$ cat src/rtl/cart_map_pkg.sv
package cart_map_pkg;

    localparam int CPU_ADDR_W = 16;
    localparam int VID_ADDR_W = 14;
    localparam int PRG_BANK_W = 14;            // 16 KB per program bank
    localparam int PRG_OFS_W  = PRG_BANK_W + 1; // two banks at most
    localparam int CHR_OFS_W  = 13;            // one 8 KB character bank
    localparam int BANK_CNT_W = 2;

    typedef enum logic {
        PRG_SIZE_SINGLE = 1'b0,
        PRG_SIZE_DOUBLE = 1'b1
    } prg_size_e;

    // two or more fitted banks fill the whole window, otherwise mirror
    function automatic prg_size_e size_from_count(input logic [BANK_CNT_W-1:0] cnt);
        return (cnt >= 2) ? PRG_SIZE_DOUBLE : PRG_SIZE_SINGLE;
    endfunction

endpackage

$ cat src/rtl/cart_prg_map.sv
module cart_prg_map
    import cart_map_pkg::*;
#(
    parameter int ADDR_W = CPU_ADDR_W,
    parameter int OFS_W  = PRG_OFS_W,
    parameter int CNT_W  = BANK_CNT_W
) (
    input  logic              clk,
    input  logic              rst_n,
    input  logic [ADDR_W-1:0] addr,
    input  logic              rd,
    input  logic              wr,
    input  logic [CNT_W-1:0]  bank_cnt,
    output logic              claim_o,
    output logic [OFS_W-1:0]  ofs_o
);

    localparam int WIN_BIT  = ADDR_W - 1;   // upper half of the space
    localparam int MIRR_BIT = OFS_W - 1;    // dropped when one bank fitted

    typedef struct packed {
        logic             claim;
        logic [OFS_W-1:0] ofs;
    } prg_state_t;

    prg_state_t st_d, st_q;
    prg_size_e  size_d;

    always_comb begin
        size_d   = size_from_count(bank_cnt);
        st_d     = '0;
        st_d.claim = addr[WIN_BIT] & (rd | wr);
        if (st_d.claim) begin
            st_d.ofs = addr[OFS_W-1:0];
            if (size_d == PRG_SIZE_SINGLE) begin
                st_d.ofs[MIRR_BIT] = 1'b0;
            end
        end
    end

    always_ff @(posedge clk or negedge rst_n) begin
        if (!rst_n) begin
            st_q <= '0;
        end else begin
            st_q <= st_d;
        end
    end

    assign claim_o = st_q.claim;
    assign ofs_o   = st_q.ofs;

    AST_PRG_CLAIM_WINDOW: assert property (@(posedge clk) disable iff (!rst_n)
        claim_o |-> ($past(addr[WIN_BIT]) && ($past(rd) || $past(wr))));

    AST_PRG_LOW_BITS: assert property (@(posedge clk) disable iff (!rst_n)
        claim_o |-> (ofs_o[MIRR_BIT-1:0] == $past(addr[MIRR_BIT-1:0])));

    AST_PRG_MIRROR_TOP: assert property (@(posedge clk) disable iff (!rst_n)
        (claim_o && ($past(bank_cnt) < 2)) |-> !ofs_o[MIRR_BIT]);

    AST_PRG_WRITE_CLAIM: assert property (@(posedge clk) disable iff (!rst_n)
        ($past(wr) && $past(addr[WIN_BIT])) |-> claim_o);

    AST_PRG_IDLE_ZERO: assert property (@(posedge clk) disable iff (!rst_n)
        !claim_o |-> (ofs_o == '0));

endmodule

$ cat src/rtl/cart_chr_map.sv
module cart_chr_map
    import cart_map_pkg::*;
#(
    parameter int ADDR_W = VID_ADDR_W,
    parameter int OFS_W  = CHR_OFS_W
) (
    input  logic              clk,
    input  logic              rst_n,
    input  logic [ADDR_W-1:0] addr,
    input  logic              rd,
    input  logic              wr,
    output logic              claim_o,
    output logic [OFS_W-1:0]  ofs_o
);

    localparam int HI_W = ADDR_W - OFS_W;   // bits above the pattern region

    typedef struct packed {
        logic             claim;
        logic [OFS_W-1:0] ofs;
    } chr_state_t;

    chr_state_t       st_d, st_q;
    logic             in_region;

    always_comb begin
        in_region  = (addr[ADDR_W-1:OFS_W] == '0);
        st_d       = '0;
        // read-only space: any write strobe withdraws the claim
        st_d.claim = rd & ~wr & in_region;
        if (st_d.claim) begin
            st_d.ofs = addr[OFS_W-1:0];
        end
    end

    always_ff @(posedge clk or negedge rst_n) begin
        if (!rst_n) begin
            st_q <= '0;
        end else begin
            st_q <= st_d;
        end
    end

    assign claim_o = st_q.claim;
    assign ofs_o   = st_q.ofs;

    AST_CHR_PASS_THROUGH: assert property (@(posedge clk) disable iff (!rst_n)
        claim_o |-> (ofs_o == $past(addr[OFS_W-1:0])));

    AST_CHR_NO_WRITE: assert property (@(posedge clk) disable iff (!rst_n)
        $past(wr) |-> !claim_o);

    AST_CHR_ABOVE_REGION: assert property (@(posedge clk) disable iff (!rst_n)
        ($past(addr[ADDR_W-1:OFS_W]) != {HI_W{1'b0}}) |-> !claim_o);

    AST_CHR_IDLE_ZERO: assert property (@(posedge clk) disable iff (!rst_n)
        !claim_o |-> (ofs_o == '0));

endmodule

$ cat src/rtl/cart_addr_mapper.sv
module cart_addr_mapper
    import cart_map_pkg::*;
(
    input  logic                  clk,
    input  logic                  rst_n,
    input  logic [CPU_ADDR_W-1:0] cpu_addr,
    input  logic                  cpu_rd,
    input  logic                  cpu_wr,
    input  logic [BANK_CNT_W-1:0] prg_bank_cnt,
    input  logic [VID_ADDR_W-1:0] vid_addr,
    input  logic                  vid_rd,
    input  logic                  vid_wr,
    output logic                  prg_claim,
    output logic [PRG_OFS_W-1:0]  prg_ofs,
    output logic                  chr_claim,
    output logic [CHR_OFS_W-1:0]  chr_ofs
);

    cart_prg_map #(
        .ADDR_W (CPU_ADDR_W),
        .OFS_W  (PRG_OFS_W),
        .CNT_W  (BANK_CNT_W)
    ) i_prg (
        .clk      (clk),
        .rst_n    (rst_n),
        .addr     (cpu_addr),
        .rd       (cpu_rd),
        .wr       (cpu_wr),
        .bank_cnt (prg_bank_cnt),
        .claim_o  (prg_claim),
        .ofs_o    (prg_ofs)
    );

    cart_chr_map #(
        .ADDR_W (VID_ADDR_W),
        .OFS_W  (CHR_OFS_W)
    ) i_chr (
        .clk     (clk),
        .rst_n   (rst_n),
        .addr    (vid_addr),
        .rd      (vid_rd),
        .wr      (vid_wr),
        .claim_o (chr_claim),
        .ofs_o   (chr_ofs)
    );

    AST_RESET_QUIET: assert property (@(posedge clk)
        !rst_n |-> (!prg_claim && !chr_claim && prg_ofs == '0 && chr_ofs == '0));

endmodule

$ cat config.mk
export PLATFORM = sky130hd
export DESIGN_NAME = cart_addr_mapper
export DESIGN_NICKNAME = d
export VERILOG_FILES = /design/src/rtl/cart_map_pkg.sv /design/src/rtl/cart_prg_map.sv /design/src/rtl/cart_chr_map.sv /design/src/rtl/cart_addr_mapper.sv
export SDC_FILE = /design/constraint.sdc
export NUM_CORES = 1
export LEC_CHECK = 0
export BUFFER_PORTS_ARGS = -buffer_cell sky130_fd_sc_hd__buf_2
export CAP_MARGIN = 15
export CORE_ASPECT_RATIO = 0.7
export CORE_MARGIN = 4
export CORE_UTILIZATION = 42
export CTS_CLUSTER_DIAMETER = 80
export DETAILED_ROUTE_END_ITERATION = 10
export PLACE_DENSITY = 0.79
export SLEW_MARGIN = 5
export SYNTH_ARGS = -nofsm -noshare
export SYNTH_HDL_FRONTEND = slang
export SYNTH_SLANG_ARGS = --single-unit
$ cat constraint.sdc
create_clock -name clk -period 0.8 [get_ports clk]
set_input_delay 0.16 -clock clk [delete_from_list [all_inputs] [get_ports clk]]
set_output_delay 0.16 -clock clk [all_outputs]
set_load 0.02 [all_outputs]
==> flow_metrics.py <==
metrics = {
    "synth": {
        "yosysWarnings": 0,
        "synth_simple_gate_area_share_pct": 14.4,
        "synthesis.nets": 107,
        "synth_top_family_by_area": "simple AND/OR/NAND/NOR gates",
        "synth_compound_area_share_pct": 13.7,
        "synth_xor_area_share_pct": 0,
        "synthAdderAreaFrac_pct": 0,
        "syn_inst": 69,
        "ys_ff_latch": 30,
        "avgSynthCellArea_um2": 16.8,
        "yosysUniqueCellTypes": 12,
        "synth.mux.area_fraction_pct": 0,
        "synth_area_um2": 1160,
        "ys_seq_area_share_pct": 64.7,
    },
    "critical_path": {
        "worstSetupPathType": "reg -> out",
        "cpPeakStageDelay_ps": 390,
        "worstPathArrival_ps": 780,
        "critPathBufInv": 1,
        "cp_top_family": "flip-flops",
        "worst_path_max_delay_cell": "dfrtp_1",
        "start_kind": "register",
        "critical_path.cell_chain": "buf_6",
        "crit_required_ps": 640,
        "worstPathMaxFanout": 1,
        "end_kind": "output port",
    },
    "pwr": {
        "ir_drop_mv": 1.78,
        "powerDensity_nw_per_um2": 1840,
        "total_power_w": 0.00324,
        "leakage_nw": 1.01,
    },
    "clock_tree": {
        "clockBufferDepth": 2,
        "clkSinkCount": 30,
        "cts_buffers": 5,
        "cts_tree": "done",
        "cts-root-buf": "clkbuf_8",
        "path_clk_slew_ps": 60,
        "cts_max_level": 2,
    },
    "finish": {
        "syn_to_final_growth_pct": 51.5,
        "nNetsFinal": 173,
        "drive_gt1_share_pct": 59.6,
        "insertedDiodeCount": 0,
    },
    "floorplan": {
        "num_rows": 15,
        "initial_core_util_pct": 45.5,
        "die_h_um": 52.0,
        "core_area_um2": 2550,
        "dieArea_um2": 3680,
        "ioPinCount": 68,
        "die_w_um": 70.8,
    },
    "sta": {
        "relSlewSlack_pct": 80.2,
        "tns_ps": -3820,
        "period_share_pct": 118,
        "finalSetupViolations": 30,
        "min_period_ps": 945,
        "rsz0062_at_grt": "yes",
        "fmax_ghz": 1.06,
        "layout_setup_ws_ps": -145,
        "slew_viol_final": 0,
        "final_hold_viol_count": 0,
        "worstMarginPinSlew_ps": 297,
    },
    "flow_run": {
        "cap_violations": 0,
    },
    "global_routing": {
        "grt_remaining_overflow": 0,
        "antenna_found_initial": 0,
        "grt_pass1_wl_um": 4230,
        "grt_pass1_vias": 865,
        "grt_util_all_layers_pct": 15.3,
        "grt_max_degree": 31,
    },
    "run_status": {
        "status": "finished, violations left",
        "failed_checks": "setup timing",
    },
    "drt": {
        "drcViolationCount": 0,
        "wl_per_cell_um": 15.9,
        "drtAntennaViolNets": 0,
        "drtPass1Iterations": 5,
        "vias_per_cell": 4.96,
        "routed_wl_um": 2700,
        "drt_iter0_markers": 48,
        "num_vias": 843,
    },
    "placement": {
        "io_buffers": 66,
        "gp_congestion": 0.744,
    },
    "hold_path": {
        "holdPathStages": 2,
        "min_from": "cpu_addr[2]",
        "holdCritPathClass": "in -> reg",
        "hold-path-endpoint": "i_prg.ofs_o[2]$_DFF_PN0_",
    },
}
cell usage in the layout (no fill, tap or decap):
cell,instances
buf_2,36
dfrtp_1,30
buf_6,30
o211a_1,14
and4bb_2,7
clkbuf_8,6
and4bb_1,5
o21a_1,1
nor4bb_1,1
o2111a_1,1
nor3b_1,1
clkinv_2,1
clkbuf_1,1
dlygate4sd3_1,1
buf_12,1
per-layer routing:
| metal | GRT usage [%] | part of all wire, % | vias to the layer above |
|---|---|---|---|
| li1 | - | - | 392 |
| met1 | 17.3 | 37 | 408 |
| met2 | 27.7 | 53 | 41 |
| met3 | 5.60 | 9.7 | 2 |
| met4 | 3.75 | 0.48 | 0 |
| met5 | 0 | 0 | - |
cell type report:
| class | count | area (um^2) |
|---|---|---|
| timing repair buffer | 68 | 548 |
| sequential | 30 | 751 |
| clock inverter | 1 | 5.00 |
| multi-input combinational | 30 | 327 |
| tap | 34 | 42.5 |
| clock buffer | 7 | 86.3 |
| fill | 212 | 793 |
sequential cells by signal, indices dropped and copies added, names as in the netlist:
signal         count
i_chr.ofs_o       13
i_chr.claim_o      1
i_prg.claim_o      1
i_prg.ofs_o       15
how the worst max path moves through the flow:
stage                         startpoint                        end  depth (start not counted)  slack (ps)
4_1_cts        i_prg.ofs_o[10]$_DFF_PN0_                prg_ofs[10]                          1        -160
2_1_floorplan                     cpu_rd  i_prg.ofs_o[10]$_DFF_PN0_                          3          70
3_5_place_dp                      vid_wr   i_chr.ofs_o[6]$_DFF_PN0_                          2          40
3_3_place_gp                      cpu_wr  i_prg.ofs_o[14]$_DFF_PN0_                          2          50
5_1_grt        i_prg.ofs_o[10]$_DFF_PN0_                prg_ofs[10]                          1        -180
6_report       i_prg.ofs_o[10]$_DFF_PN0_                prg_ofs[10]                          1        -140
logic make-up (layout without fill, tap and decap cells):
| group | after synthesis | in the layout |
|---|---|---|
| compound gates | 16 | 16 |
| buf+inv | 9 | 76 |
| flops | 30 | 30 |
| simple gates | 14 | 14 |
where the power goes:
part / total (W) / switching (W) / internal [W]
clock: 0.00117 / 0.000476 / 0.000691
sequential: 0.00161 / 0.0000292 / 0.00158
combinational: 0.000466 / 0.000225 / 0.000241
total: 0.00324 / 0.000730 / 0.00251
cells in the mapped netlist:
cell type	count	area [um^2]
and4bb_1	5	62.6
and4bb_2	7	87.6
buf_4	4	30.0
buf_6	3	33.8
buf_8	1	15.0
clkbuf_2	1	5.00
dfrtp_1	30	751
nor3b_1	1	7.51
nor4bb_1	1	10.0
o2111a_1	1	11.3
o211a_1	14	140
o21a_1	1	7.51
repair_timing:
item	in CTS	in global routing
resized for setup	60	0
endpoints found under the setup margin	30	30
hold endpoints to repair	30	0
hold buffers	1	0
setup buffers	0	0
metrics by stage:
step | hold WS (ps) | std cells | cell area [um^2] | worst slack (ps) | util, %
6_report | 126 | 170 | 1760 | -145 | 68.9
5_1_grt | 112 | 170 | 1760 | -182 | 68.9
4_1_cts | 114 | 170 | 1760 | -157 | 68.9
3_5_place_dp | 121 | 161 | 1470 | 43.2 | 57.6
3_3_place_gp | 119 | 161 | 1470 | 53.3 | 57.6
2_1_floorplan | -136 | 69 | 1160 | 72.8 | -
Power figures use the tool's default switching activity.
